==> config.mk <==
export PLATFORM = sky130hd
export DESIGN_NAME = aud_irq_hub
export DESIGN_NICKNAME = d
export VERILOG_FILES = /design/src/rtl/aud_irq_pkg.sv /design/src/rtl/aud_sticky.sv /design/src/rtl/aud_idle_timer.sv /design/src/rtl/aud_chan_irq.sv /design/src/rtl/aud_irq_hub.sv
export SDC_FILE = /design/constraint.sdc
export NUM_CORES = 1
export LEC_CHECK = 0
export ABC_AREA = 1
export ABC_CLOCK_PERIOD_IN_PS = 3300
export BUFFER_PORTS_ARGS = -buffer_cell sky130_fd_sc_hd__buf_2
export CORE_ASPECT_RATIO = 0.7
export CORE_UTILIZATION = 45
export DETAILED_ROUTE_END_ITERATION = 8
export GPL_TIMING_DRIVEN = 1
export PLACE_DENSITY = 0.69
export SETUP_SLACK_MARGIN = 0.1
export SYNTH_ARGS = -nofsm -noshare
export SYNTH_HDL_FRONTEND = slang
export SYNTH_SLANG_ARGS = --single-unit
==> constraint.sdc <==
create_clock -name clk -period 3.3 [get_ports clk]
set_clock_uncertainty 0.2 [all_clocks]
set_input_delay 0.165 -clock clk [delete_from_list [all_inputs] [get_ports clk]]
set_output_delay 0.165 -clock clk [all_outputs]
set_load 0.1 [all_outputs]
==> src/rtl/aud_irq_pkg.sv <==
package aud_irq_pkg;
  localparam int EV_W      = 7;
  localparam int EV_USED   = 5;
  localparam int ST_W      = 5;
  localparam int EV_TXREQ  = 0;
  localparam int EV_UNDER  = 1;
  localparam int EV_RXREQ  = 2;
  localparam int EV_OVER   = 3;
  localparam int EV_TMO    = 4;
  localparam int ST_TXHE   = 0;
  localparam int ST_TXEMP  = 1;
  localparam int ST_TXFUL  = 2;
  localparam int ST_RXHF   = 3;
  localparam int ST_RXFUL  = 4;
  localparam int CLR_OVER  = 0;
  localparam int CLR_UNDER = 1;
  localparam int CLR_TMO   = 2;
  localparam int CLR_TYPES = 3;
endpackage

==> src/rtl/aud_sticky.sv <==
module aud_sticky (
  input  logic clk,
  input  logic rst_n,
  input  logic set,
  input  logic clr,
  output logic q
);
  always_ff @(posedge clk or negedge rst_n) begin
    if (!rst_n)   q <= 1'b0;
    else if (set) q <= 1'b1;   // set has priority over clear
    else if (clr) q <= 1'b0;
  end
endmodule

==> src/rtl/aud_idle_timer.sv <==
module aud_idle_timer #(
  parameter int TOW = 12
) (
  input  logic           clk,
  input  logic           rst_n,
  input  logic           tick,
  input  logic           nonempty,
  input  logic           rd,
  input  logic [TOW-1:0] limit,
  output logic           fire
);
  logic [TOW-1:0] cnt;
  logic           armed;
  logic           at_limit;

  assign armed    = (limit != '0) && nonempty && !rd;
  assign at_limit = (cnt == limit);
  assign fire     = tick && armed && (({1'b0, cnt} + 1'b1) == {1'b0, limit});

  always_ff @(posedge clk or negedge rst_n) begin
    if (!rst_n)                            cnt <= '0;
    else if (rd || !nonempty)              cnt <= '0;
    else if (tick && armed && !at_limit)   cnt <= cnt + 1'b1;
  end
endmodule

==> src/rtl/aud_chan_irq.sv <==
module aud_chan_irq
  import aud_irq_pkg::*;
#(
  parameter int DEPTH = 8,
  parameter int TOW   = 12,
  parameter int LW    = 4
) (
  input  logic               clk,
  input  logic               rst_n,
  input  logic               frame_tick,
  input  logic [LW-1:0]      tx_level,
  input  logic [LW-1:0]      rx_level,
  input  logic               tx_rd,
  input  logic               rx_wr,
  input  logic               rx_rd,
  input  logic [TOW-1:0]     to_limit,
  input  logic [EV_USED-1:0] ie,
  input  logic               clr_over,
  input  logic               clr_under,
  input  logic               clr_tmo,
  output logic [ST_W-1:0]    status,
  output logic [EV_W-1:0]    events,
  output logic               over_q,
  output logic               under_q
);
  localparam logic [LW-1:0] HALF = LW'(DEPTH / 2);
  localparam logic [LW-1:0] FULL = LW'(DEPTH);

  logic tx_he, tx_emp, tx_ful, rx_hf, rx_ful;
  logic tmo_fire, tmo_q;
  logic [EV_USED-1:0] raw;

  assign tx_he  = (tx_level <= HALF);
  assign tx_emp = (tx_level == '0);
  assign tx_ful = (tx_level == FULL);
  assign rx_hf  = (rx_level >= HALF);
  assign rx_ful = (rx_level == FULL);

  always_comb begin
    status           = '0;
    status[ST_TXHE]  = tx_he;
    status[ST_TXEMP] = tx_emp;
    status[ST_TXFUL] = tx_ful;
    status[ST_RXHF]  = rx_hf;
    status[ST_RXFUL] = rx_ful;
  end

  aud_sticky u_over  (.clk(clk), .rst_n(rst_n), .set(rx_wr && rx_ful),
                      .clr(clr_over), .q(over_q));
  aud_sticky u_under (.clk(clk), .rst_n(rst_n), .set(tx_rd && tx_emp),
                      .clr(clr_under), .q(under_q));

  aud_idle_timer #(.TOW(TOW)) u_timer (
    .clk(clk), .rst_n(rst_n), .tick(frame_tick),
    .nonempty(rx_level != '0), .rd(rx_rd), .limit(to_limit), .fire(tmo_fire)
  );
  aud_sticky u_tmo (.clk(clk), .rst_n(rst_n), .set(tmo_fire),
                    .clr(clr_tmo), .q(tmo_q));

  always_comb begin
    raw           = '0;
    raw[EV_TXREQ] = tx_he;
    raw[EV_UNDER] = under_q;
    raw[EV_RXREQ] = rx_hf;
    raw[EV_OVER]  = over_q;
    raw[EV_TMO]   = tmo_q;
    events        = {{(EV_W-EV_USED){1'b0}}, raw & ie};
  end
endmodule

==> src/rtl/aud_irq_hub.sv <==
module aud_irq_hub
  import aud_irq_pkg::*;
#(
  parameter int NCH   = 4,
  parameter int DEPTH = 8,
  parameter int TOW   = 12,
  localparam int LW   = $clog2(DEPTH + 1),
  localparam int CLRW = CLR_TYPES * NCH
) (
  input  logic                   clk,
  input  logic                   rst_n,
  input  logic                   frame_tick,
  input  logic                   irq_master_en,
  input  logic [NCH*EV_USED-1:0] ie,
  input  logic [NCH*TOW-1:0]     to_limit,
  input  logic [NCH*LW-1:0]      tx_level,
  input  logic [NCH*LW-1:0]      rx_level,
  input  logic [NCH-1:0]         tx_rd,
  input  logic [NCH-1:0]         rx_wr,
  input  logic [NCH-1:0]         rx_rd,
  input  logic                   clr_wr,
  input  logic [CLRW-1:0]        clr_bits,
  output logic [NCH*ST_W-1:0]    chan_status,
  output logic [NCH*EV_W-1:0]    all_ints,
  output logic                   irq
);
  logic [NCH-1:0] over_q;
  logic [NCH-1:0] under_q;

  for (genvar n = 0; n < NCH; n++) begin : g_ch
    aud_chan_irq #(.DEPTH(DEPTH), .TOW(TOW), .LW(LW)) u_ch (
      .clk       (clk),
      .rst_n     (rst_n),
      .frame_tick(frame_tick),
      .tx_level  (tx_level[n*LW +: LW]),
      .rx_level  (rx_level[n*LW +: LW]),
      .tx_rd     (tx_rd[n]),
      .rx_wr     (rx_wr[n]),
      .rx_rd     (rx_rd[n]),
      .to_limit  (to_limit[n*TOW +: TOW]),
      .ie        (ie[n*EV_USED +: EV_USED]),
      .clr_over  (clr_wr && clr_bits[CLR_OVER*NCH + n]),
      .clr_under (clr_wr && clr_bits[CLR_UNDER*NCH + n]),
      .clr_tmo   (clr_wr && clr_bits[CLR_TMO*NCH + n]),
      .status    (chan_status[n*ST_W +: ST_W]),
      .events    (all_ints[n*EV_W +: EV_W]),
      .over_q    (over_q[n]),
      .under_q   (under_q[n])
    );
  end

  assign irq = irq_master_en && (|all_ints);
endmodule

==> summary.md, run 1 <==
| Metric | Value |
|---|---|
| Vias in the first global route | 5226 |
| Clk slew on worst S/H paths | ~0.050 ns |
| HP Class | input pin to register |
| R2R setup slack | 1.19 ns |
| Max-Cap Viols | 0 |
| Minimum clock period | about 2.2 ns |
| Worst rel slew slack | 46.5% |
| Arrival time worst endpoint | around 1.8 ns |
| Num CTS Buffers | 9 |
| CTS Hold Buffers Added | 21 |
| Ys Warns | 0 |
| Die ar. | 13200 sq um |
| CTS root buf | clkbuf_16 |
| CTS tree | done |
| Worst setup margin | 1.11 ns |
| Syn Std Cell Area | 5740 sq um |
| Critical path endpoint category | primary output |
| Crit path to | irq |
| VDD IR max | 0.000272 V |
| Worst slack at placement | 1.20 ns |
| Final Hold Fails | 0 |
| First-pass GRT wire length | between 20000 and 30000 microns |
| Fin crit share | 66.3% |
| Mapped Avg Cell Area | 6.09 sq um |
| Fin util | between 50 and 60% |
| Max Root-Sink Buffers | 2 |
| Post-synthesis sequential element count | 60 |
| RR Startpoint | g_ch[1].u_ch.u_timer.cnt[8]$_DFFE_PN0P_ |
| Routed len/inst | 12.7 microns |
| FF-to-FF End | g_ch[1].u_ch.u_timer.cnt[9]$_DFFE_PN0P_ |
| ANT cells | 0 |
| Routed WL | 16100 microns |
| Worst EP required | 2.93 ns |
| Router iterations before antenna repair | 5 |
| Gate Count Post-Synth | 943 |
| Largest fanout on the critical path | 2 |
| F_max | approximately 460 MHz |
| Chip Width | ~140 microns |
| Clock tree sinks | 60 |
| P_leak | 3.81 nW |
| Clock latency on the worst-skew pair | 0.32 ns |
| Placed insts | roughly 1200 |
| Synth-to-layout area growth | 21.6% |
| Starting Density | 46.2% |
| Total power | 2.26 mW |
| Largest net degree at the start of global routing | 45 |
| Share of cells above drive strength 1 | 19.0% |
| Power Density | between 300 and 400 nW/um^2 |
| Critical Path Start Type | register |
| Critical path type | register to primary output |
| First-iteration detailed-routing DRC count | 526 |
| R2R depth | 7 |
| Slew @ Worst Pin | 0.803 ns |
| Nets@finish | 1238 |
| Count of filler cells inserted in the layout | 1263 |
| Core Footprint | 12400 sq um |
| H-Tree Level Count | 3 |
| TNS Setup | 0 ns |
| Num ports | 178 |
| Endpoints failing setup | 0 |
| Buffers on Ports | between 150 and 200 |
| Vias | 6093 |
| Post-CTS Setup Inserts | 0 |
| Final std cells w/o fill | 1271 |
| Status | finished, final reports clean |
| Max-slew violation total from the final report | 0 |
| CTS resizes | 0 |
| RSZ-0062 raised after global routing | no |
| Worst Hold Depth | 6 |
| DRC viols | 0 |
| Worst setup startpoint | g_ch[3].u_ch.u_over.q$_DFFE_PN0P_ |
| Antenna violations before repair | 0 |
| All-layer global routing usage | 24.9% |
| # rows | 34 |
| GP Congestion | roughly 0.93 |
| Register area share after synthesis | 26.1% |
| Grt ovf | 0 |
| Synth cell types | 33 |
| DR vias/cell | about 4.8 |
| Die height | between 90 and 100 microns |
| DP Wirelength | 12700 microns |
| Routed Antenna Nets | 0 |
## synth_stat cells (all sizes together)
cell	count	area [sq um]
a21boi	1	7.51
nand4	11	68.8
a21oi	8	40.0
ha	4	50.1
o21ai	48	240
nor3	9	45.0
and2	7	43.8
nand2	317	1210
or2	4	25.0
o21bai	2	15.0
inv	121	454
a22o	8	70.1
buf	45	324
clkbuf	3	12.5
conb	1	3.75
xnor2	36	315
xor2	35	307
nand3	88	445
dfrtp	60	1500
nor2	128	513
nand3b	4	30.0
nor3b	3	22.5
## flip-flops by register name, indices dropped and copies added (netlist names)
name,cells
g_ch.u_ch.u_timer.cnt,48
g_ch.u_ch.u_over.q,4
g_ch.u_ch.u_under.q,4
g_ch.u_ch.u_tmo.q,4
## critical path, cell delays in order (launching register included)
cell and delay [ns]:
dfrtp_1 0.37, nand2_1 0.07, inv_1 0.07, nor3_1 0.27
nand3_1 0.13, nor3_1 0.21, a21boi_2 0.08, buf_2 0.31
## placed cells by master (no fill, tap or decap), drive strengths merged, types with 3 or more instances in the layout
cell	n
xor2	35
ha	4
buf	171
nand3	88
a22o	8
nand2	317
nor2	128
and2	7
inv	121
nor3	9
clkbuf	13
or2	4
nand4	11
conb	8
nand3b	4
o21ai	48
xnor2	36
dfrtp	60
a21oi	8
nor3b	3
dlygate4sd3	21
## where the power goes
group          switching, mW  internal (mW)
Clock                  0.327          0.543
Sequential            0.0204          0.755
Combinational          0.432          0.187
## how the worst min path moves through the flow
stage | endpoint | start | slack (ns)
floorplan | g_ch[0].u_ch.u_over.q$_DFFE_PN0P_ | rst_n | -0.33
global placement | g_ch[0].u_ch.u_timer.cnt[5]$_DFFE_PN0P_ | rst_n | -0.06
detailed placement | g_ch[0].u_ch.u_timer.cnt[5]$_DFFE_PN0P_ | rst_n | -0.05
CTS | g_ch[0].u_ch.u_timer.cnt[11]$_DFFE_PN0P_ | rx_rd[0] | 0.05
global route | g_ch[2].u_ch.u_tmo.q$_DFFE_PN0P_ | clr_wr | 0.1
finish | g_ch[0].u_ch.u_timer.cnt[11]$_DFFE_PN0P_ | rx_rd[0] | 0.06
## layout make-up
cell class | instances | area [sq um] | share of cell area, %
Tap cell | 162 | 203 | 2.90
Sequential cell | 60 | 1500 | 21.5
Multi-Input combinational cell | 721 | 3480 | 49.9
Inverter | 121 | 454 | 6.51
Clock buffer | 13 | 260 | 3.73
Timing Repair Buffer | 192 | 1070 | 15.3
Clock inverter | 2 | 10.0 | 0.143
## stage by stage
stage,area [sq um],hold WS (ns)
finish,6980,0.0587
global route,6980,0.0956
CTS,6980,0.0471
detailed placement,6500,-0.0530
global placement,6500,-0.0571
floorplan,5770,-0.331
## per-layer routing
layer  part of all wire, %  global-route usage [%]  up-vias
li1                      -                       -     3200
met1                    51                    37.2     2666
met2                    41                    37.8      217
met3                   6.9                    4.07       10
met4                  0.61                    4.49        0
met5                     0                       0        -
## logic make-up after synthesis
family / Yosys count / share of synthesized area, %
adder cells (fa/ha/maj): 4 / 0.872
XOR/XNOR: 71 / 10.8
buffers and inverters: 169 / 13.8
AND/OR/NAND/NOR: 571 / 41.8
AO/OA/AOI/OAI: 67 / 6.49
other: 1 / 0.0653
flip-flops: 60 / 26.1
Power figures use the tool's default switching activity.
==> inputs of run 2 (changes only) <==
ABC_AREA = 0   (was 1)
ABC_CLOCK_PERIOD_IN_PS = 2090   (was 3300)
PLACE_DENSITY = 0.7   (was 0.69)
clock period = 2.09 ns   (was 3.3 ns; I/O delays follow)
==> run 2 against run 1 <==
The flow now finishes with violations (negative setup slack). Die area shrank 11%. Clock power rose by 80%. Critical path depth stayed put.
==> summary.md, run 2 <==
| Metric | Value |
|---|---|
| Synth top area share | 29.4% (was 26.1%) |
| F_max | roughly 360 MHz |
| Most flop-heavy register | g_ch.u_ch.u_timer.cnt (unchanged) |
| Critical Path Start Type | register (unchanged) |
| Most frequent cells in the layout | 167 x buf_2, 96 x buf_4, 62 x xnor2_1, 54 x nor2_1, 45 x nand2_1 (was 310 x nand2_1, 169 x buf_2, 117 x inv_1, 117 x nor2_1, 87 x nand3_1) |
| Register area | 1520 sq um (was 1500 sq um) |
| DP Wirelength | 13100 microns (was 12700 microns) |
| Clock power share | 39.5% (was 38.4%) |
| CP Cell Sequence | and2_4 > or4_4 > nor4_4 > or4b_1 > nor3_2 > a21boi_4 > buf_12 (was nand2_1 > inv_1 > nor3_1 > nand3_1 > nor3_1 > a21boi_2 > buf_2) |
| CTS tree | done (unchanged) |
| Area leader, netlist | dfrtp_1 (unchanged) |
| Clock latency on the worst-skew pair | 0.33 ns (was 0.32 ns) |
| Post-synthesis sequential element count | 60 (unchanged) |
| Syn Std Cell Area | 5100 sq um (was 5740 sq um) |
| Comb power frac | 29.5% (was 27.4%) |
| Vias in the first global route | 5362 (was 5226) |
| P_leak | 3.62 nW (was 3.81 nW) |
| Area used by multi-input combinational logic | 3810 sq um (was 3480 sq um) |
| Status | finished, violations left (was finished, final reports clean) |
| First-iteration detailed-routing DRC count | 273 (was 526) |
| Final std cells w/o fill | 1047 (was 1271) |
| ANT cells | 0 (unchanged) |
| Synth top cells by count | 80 x xnor2_1, 60 x dfrtp_1, 56 x nor2_1, 47 x nand2_1, 34 x nor3_1 (was 310 x nand2_1, 117 x inv_1, 117 x nor2_1, 87 x nand3_1, 60 x dfrtp_1) |
| Placed insts | 976 (was 1235) |
| Number of flip-flops in the largest register | 48 (unchanged) |
| Ys Warns | 0 (unchanged) |
| Chip Width | 129 microns (was 137 microns) |
| Largest net degree at the start of global routing | 26 (was 45) |
| Register area share after synthesis | 29.4% (was 26.1%) |
| Worst hold slack | 0.0183 ns (was 0.0587 ns) |
| Grt ovf | 0 (unchanged) |
| Buffers on Ports | 169 (unchanged) |
| All-layer global routing usage | 28.6% (was 24.9%) |
| CTS root buf | clkbuf_16 (unchanged) |
| Fin crit share | 131% |
| Nets@finish | 1022 (was 1238) |
| RSZ-0062 raised after global routing | yes (was no) |
| Arrival time worst endpoint | 2.44 ns (was 1.82 ns) |
| Final instance area | 7950 sq um (was 6980 sq um) |
| Clock tree sinks | 60 (unchanged) |
| Total power | 3.95 mW (was 2.26 mW) |
| Async SR Flop Fraction | 100% (unchanged) |
| Worst EP required | 1.79 ns (was 2.93 ns) |
| Sequential Power Share | 31.1% (was 34.3%) |
| Routed WL | 17600 microns (was 16100 microns) |
| Router iterations before antenna repair | 4 (was 5) |
| VDD IR max | 0.000466 V (was 0.000272 V) |
| Worst rel slew slack | 60.3% (was 46.5%) |
| Die height | 91.1 microns (was 96.5 microns) |
| TNS Setup | -1.48 ns (was 0 ns) |
| Critical path type | register to primary output (unchanged) |
| Synth cell types | 60 (was 33) |
| Dpl cell area | 6650 sq um (was 6500 sq um) |
| Max-Cap Viols | 0 (unchanged) |
| H-Tree Level Count | 3 (unchanged) |
| Routed Antenna Nets | 0 (unchanged) |
| Critical path endpoint category | primary output (unchanged) |
| Cell at the slowest stage of the critical path | or4_4 (was dfrtp_1) |
| DR vias/cell | 5.43 (was 4.79) |
| Share of cells above drive strength 1 | 48.0% (was 19.0%) |
| Largest fanout on the critical path | 2 (unchanged) |
| Main flop type after synthesis | dfrtp_1 (unchanged) |
| Synth-to-layout area growth | 55.8% (was 21.6%) |
| Worst slack at placement | -0.544 ns (was 1.20 ns) |
| EDFF count, synth | 0 (unchanged) |
| Die ar. | 11800 sq um (was 13200 sq um) |
| Antenna violations before repair | 0 (unchanged) |
| Clk slew on worst S/H paths | 0.05 ns (about the same) |
| Max-slew violation total from the final report | 0 (unchanged) |
| Worst setup margin | -0.657 ns (was 1.11 ns) |
| Slew @ Worst Pin | 0.587 ns (was 0.803 ns) |
| Vias | 5688 (was 6093) |
| Starting Density | 46.3% (was 46.2%) |
| Switching share of power | 33.2% (was 34.4%) |
| # rows | 32 (was 34) |
| Failing checks | negative setup slack |
| HP Class | input pin to register (unchanged) |
| Routed len/inst | 16.8 microns (was 12.7 microns) |
| Count of filler cells inserted in the layout | 819 (was 1263) |
| GP Congestion | 0.958 (was 0.928) |
| Gate Count Post-Synth | 613 (was 943) |
| DRC viols | 0 (unchanged) |
| P_sw | 1.31 mW (was 779 uW) |
| Power Density | 497 nW/um^2 (was 324 nW/um^2) |
| Mapped Avg Cell Area | 8.32 sq um (was 6.09 sq um) |
| Final Hold Fails | 0 (unchanged) |
| Minimum clock period | 2.75 ns |
| Cell Int Power | 2.64 mW (was 1.49 mW) |
| Max Root-Sink Buffers | 2 (unchanged) |
| Num ports | 178 (unchanged) |
| Fin util | 72.2% (was 56.2%) |
| Top post-synthesis cells by area | dfrtp_1 29%, xnor2_1 14%, xor2_1 4.5% (was dfrtp_1 26%, nand2_1 20%, inv_1 7.6%) |
| Core Footprint | 11000 sq um (was 12400 sq um) |
| Endpoints failing setup | 22 (was 0) |
| Crit path largest cell delay | 0.54 ns (was 0.37 ns) |
| Num CTS Buffers | 9 (unchanged) |
| Most common cell after layout, fill and taps aside | buf_2 (was nand2_1) |
| First-pass GRT wire length | 26200 microns (was 25300 microns) |
| Most common cell in the netlist | xnor2_1 (was nand2_1) |
[run 2: cell types whose count changed in the layout (fill, tap and decap cells not counted), sizes merged, moves of 11 or more]
cell / change
nor2: -70
nor3: +29
nand2: -270
a21oi: +11
inv: -112
mux2i: +13
and3: +11
nand4: +11
xnor2: +44
and2: +12
nand3: -62
nor4: +23
buf: +114
o21ai: -35
[run 2: worst paths after layout]
check | start | endpoint | slack, ns | cells past startpoint
setup / recovery | g_ch[2].u_ch.u_tmo.q$_DFFE_PN0P_ | irq | -0.66 | 7
min in group asynchronous | rst_n | g_ch[1].u_ch.u_timer.cnt[11]$_DFFE_PN0P_ | 0.07 | 2
setup reg to reg | g_ch[2].u_ch.u_timer.cnt[1]$_DFFE_PN0P_ | g_ch[2].u_ch.u_timer.cnt[4]$_DFFE_PN0P_ | -0.10 | 9
max in group asynchronous | rst_n | g_ch[2].u_ch.u_timer.cnt[9]$_DFFE_PN0P_ | 1.07 | 3
hold reg to reg | g_ch[3].u_ch.u_tmo.q$_DFFE_PN0P_ | g_ch[3].u_ch.u_tmo.q$_DFFE_PN0P_ | 0.28 | 2
hold / removal | rx_rd[0] | g_ch[0].u_ch.u_timer.cnt[11]$_DFFE_PN0P_ | 0.02 | 4
[run 2: what timing repair did]
| item | 4_1_cts | 5_1_grt |
|---|---|---|
| gates resized for setup | 40 | 72 |
| endpoints found under the setup margin | 29 | 46 |
| pin swaps | 17 | 41 |
| hold endpoints to repair | 74 | 0 |
| setup buffers | 9 | 23 |
| gates cloned | 0 | 0 |
| hold buffers | 23 | 0 |
[run 2: per-layer routing]
metal	share of wire (%)	wire (microns)	track usage (%)
met5	0	0	0
met4	1.1	196	5.39
met3	6.4	1130	5.24
met2	49	8660	49.4
met1	43	7620	37.4
[run 2: worst max-delay path: cells and delay by family, from the launching register on]
kind	cells	cell delay (ns)
and+or+nand+nor	5	1.49
AOI/OAI and AO/OA	1	0.09
buffers and inverters	1	0.18
DFF	1	0.37
[run 2: cells by family after synthesis]
group | count (synthesis) | synth area share (%)
xor+xnor | 106 | 18.2
mux | 19 | 3.88
simple gates | 293 | 31.4
fa+ha+maj | 4 | 0.981
other cells | 1 | 0.0735
buf+inv | 59 | 6.65
flops | 60 | 29.4
compound gates | 71 | 9.37
[run 2: layout make-up]
type                    instances  area share, %
clock inverters                 5          0.756
multi-input cells             501           47.9
flip-flops and latches         60           19.1
inverters                       9          0.425
repair buffers                308           26.2
clock buffers                  11           3.18
well taps                     153           2.41
[run 2: power by group through the flow]
stage	Sequential [mW]	Combinational (mW)	Clock, mW
floorplan	1.24	0.653	0
global placement	1.24	0.991	0
detailed placement	1.24	1.01	0
CTS	1.22	1.09	1.58
global route	1.23	1.23	1.64
finish	1.23	1.16	1.56
==> inputs of run 3 (changes only) <==
CTS_BUF_LIST = sky130_fd_sc_hd__clkbuf_4   (was default)
==> run 3 against run 2 <==
Hold slack worse by 0.012 ns. Global-route usage is 1.5 points higher. Non-clock buffer count is 24 higher. Clock power is 45% lower. Power is 17% lower. Critical endpoint unchanged. The run still ends with negative setup slack left. Register-to-register slack hardly changed. Via count is 3.8% higher.
==> summary.md, run 3 (same netlist as run 2, synthesis figures left out) <==
| Metric | Value |
|---|---|
| Critical path endpoint category | primary output (unchanged) |
| Max-slew violation total from the final report | 0 (unchanged) |
| Slew @ Worst Pin | 0.840 ns (was 0.587 ns) |
| Grt ovf | 0 (unchanged) |
| Starting Density | 46.3% (unchanged) |
| GP Congestion | 0.958 (unchanged) |
| P_leak | 3.64 nW (was 3.62 nW) |
| Routed WL | 18500 microns (was 17600 microns) |
| Die ar. | 11800 sq um (unchanged) |
| CTS root buf | clkbuf_4 (was clkbuf_16) |
| Clock latency on the worst-skew pair | 0.43 ns (was 0.33 ns) |
| WP depth | 7 (unchanged) |
| F_max | 349 MHz (was 364 MHz) |
| Critical Path Start Type | register (unchanged) |
| RSZ-0062 raised after global routing | yes (unchanged) |
| R2R setup slack | -0.11 ns (was -0.10 ns) |
| ANT cells | 0 (unchanged) |
| Most frequent cells in the layout | 168 x buf_2, 99 x buf_4, 60 x xnor2_1, 54 x nor2_1 (was 167 x buf_2, 96 x buf_4, 62 x xnor2_1, 54 x nor2_1, 45 x nand2_1) |
| Endpoints failing setup | 14 (was 22) |
| Core Footprint | 11000 sq um (unchanged) |
| R2R depth | 7 (was 9) |
| Clk slew on worst S/H paths | 0.13 ns (was 0.05 ns) |
| First-iteration detailed-routing DRC count | 356 (was 273) |
| Area used by multi-input combinational logic | 3890 sq um (was 3810 sq um) |
| Worst hold slack | 0.00618 ns (was 0.0183 ns) |
| Max Root-Sink Buffers | 2 (unchanged) |
| # rows | 32 (unchanged) |
| Crit path largest cell delay | 0.54 ns (about the same) |
| Arrival time worst endpoint | 2.56 ns (was 2.44 ns) |
| Router iterations before antenna repair | 5 (was 4) |
| Count of filler cells inserted in the layout | 794 (was 819) |
| Status | finished, violations left (unchanged) |
| Cell at the slowest stage of the critical path | or4_4 (unchanged) |
| Routed Antenna Nets | 0 (unchanged) |
| First-pass GRT wire length | 27400 microns (was 26200 microns) |
| Minimum clock period | 2.87 ns (was 2.75 ns) |
| Clock tree sinks | 60 (unchanged) |
| Worst EP required | 1.79 ns (about the same) |
| Synth-to-layout area growth | 58.4% (was 55.8%) |
| Vias in the first global route | 5570 (was 5362) |
| Nets@finish | 1046 (was 1022) |
| Most common cell after layout, fill and taps aside | buf_2 (unchanged) |
| Worst Hold Depth | 6 (was 4) |
| Die height | 91.1 microns (unchanged) |
| CP Cell Sequence | and2_4 > or4_4 > nor4_4 > or4b_1 > nor3_2 > a21boi_4 > buf_12 (unchanged) |
| Routed len/inst | 17.3 microns (was 16.8 microns) |
| H-Tree Level Count | 3 (unchanged) |
| DR vias/cell | 5.51 (was 5.43) |
| Power Density | 407 nW/um^2 (was 497 nW/um^2) |
| Register area | 1520 sq um (unchanged) |
| Vias | 5906 (was 5688) |
| Largest net degree at the start of global routing | 26 (unchanged) |
| Worst rel slew slack | 43.8% (was 60.3%) |
| Chip Width | 129 microns (unchanged) |
| DRC viols | 0 (unchanged) |
| VDD IR max | 0.000288 V (was 0.000466 V) |
| Share of cells above drive strength 1 | 47.3% (was 48.0%) |
| Fin crit share | 137% (was 131%) |
| CTS tree | done (unchanged) |
| Num CTS Buffers | 9 (unchanged) |
| Worst setup margin | -0.776 ns (was -0.657 ns) |
| TNS Setup | -1.76 ns (was -1.48 ns) |
| All-layer global routing usage | 30.1% (was 28.6%) |
| Failing checks | negative setup slack (unchanged) |
| Max-Cap Viols | 0 (unchanged) |
| Buffers on Ports | 169 (unchanged) |
| DP Wirelength | 13100 microns (unchanged) |
| Buffers & Inverters on Critical Path | 1 (unchanged) |
| Antenna violations before repair | 0 (unchanged) |
| Final Hold Fails | 0 (unchanged) |
| Delay-heaviest family, CP | simple AND/OR/NAND/NOR gates (unchanged) |
| Num ports | 178 (unchanged) |
| HP Class | input pin to register (unchanged) |
| Most flop-heavy register | g_ch.u_ch.u_timer.cnt (unchanged) |
| Largest fanout on the critical path | 2 (unchanged) |
| Critical path type | register to primary output (unchanged) |
| Number of flip-flops in the largest register | 48 (unchanged) |
## run 3: cell count changes in the layout (fill, tap and decap cells not counted), sizes merged
| cell | change |
|---|---|
| clkbuf | -2 |
| buf | +1 |
| dlygate4sd3 | +23 |
| clkinv | +2 |
## run 3: worst paths after layout
check | start | endpoint
max | g_ch[2].u_ch.u_tmo.q$_DFFE_PN0P_ | irq
min reg2reg | g_ch[2].u_ch.u_tmo.q$_DFFE_PN0P_ | g_ch[2].u_ch.u_tmo.q$_DFFE_PN0P_
max reg2reg | g_ch[1].u_ch.u_timer.cnt[9]$_DFFE_PN0P_ | g_ch[1].u_ch.u_timer.cnt[7]$_DFFE_PN0P_
min | to_limit[39] | g_ch[3].u_ch.u_tmo.q$_DFFE_PN0P_
min in group asynchronous | rst_n | g_ch[3].u_ch.u_timer.cnt[0]$_DFFE_PN0P_
max in group asynchronous | rst_n | g_ch[2].u_ch.u_timer.cnt[4]$_DFFE_PN0P_
## run 3: layer usage
| layer | share of wire, % | up-vias | global-route usage, % |
|---|---|---|---|
| li1 | - | 2753 | - |
| met1 | 42 | 2858 | 38.6 |
| met2 | 50 | 261 | 52.2 |
| met3 | 6.7 | 34 | 5.95 |
| met4 | 1.6 | 0 | 6.37 |
| met5 | 0 | - | 0 |
## run 3: final cells by class
cell class | instances | share of cell area [%]
inverter | 9 | 0.418
clock inverter | 7 | 0.836
clock buffer | 9 | 0.836
timing repair buffer | 332 | 28.6
sequential | 60 | 18.8
multi-input combinational | 501 | 48.1
tap | 153 | 2.37
## run 3: tightest hold or removal path, cell delays in order
cell and delay, ns:
buf_2 0.11, xnor2_2 0.08, nand2_1 0.08, a21oi_2 0.06, nand4_1 0.11, o31ai_1 0.07
## run 3: what timing repair did
action | CTS | global route
buffers inserted | 13 | 20
hold buffers | 46 | 0
hold endpoints to repair | 106 | 0
setup endpoints to repair | 29 | 46
gates cloned | 0 | 1
gates resized for setup | 57 | 64
pin swaps | 26 | 46
## run 3: report_power, final
group          total, mW  internal (mW)  switching (mW)
Clock              0.857          0.358           0.499
Combinational       1.21          0.489           0.723
Sequential          1.22           1.19          0.0327
## run 3: stage by stage
step	instances	total power [mW]	cell area, sq um	worst slack [ns]	utilization [%]
finish	1071	3.29	8080	-0.776	73.4
global route	1071	3.43	8080	-0.885	73.4
CTS	1051	3.23	7620	-0.820	69.2
detailed placement	976	2.25	6650	-0.544	60.4
global placement	976	2.23	6650	-0.505	60.4
floorplan	620	1.89	5260	-0.399	-
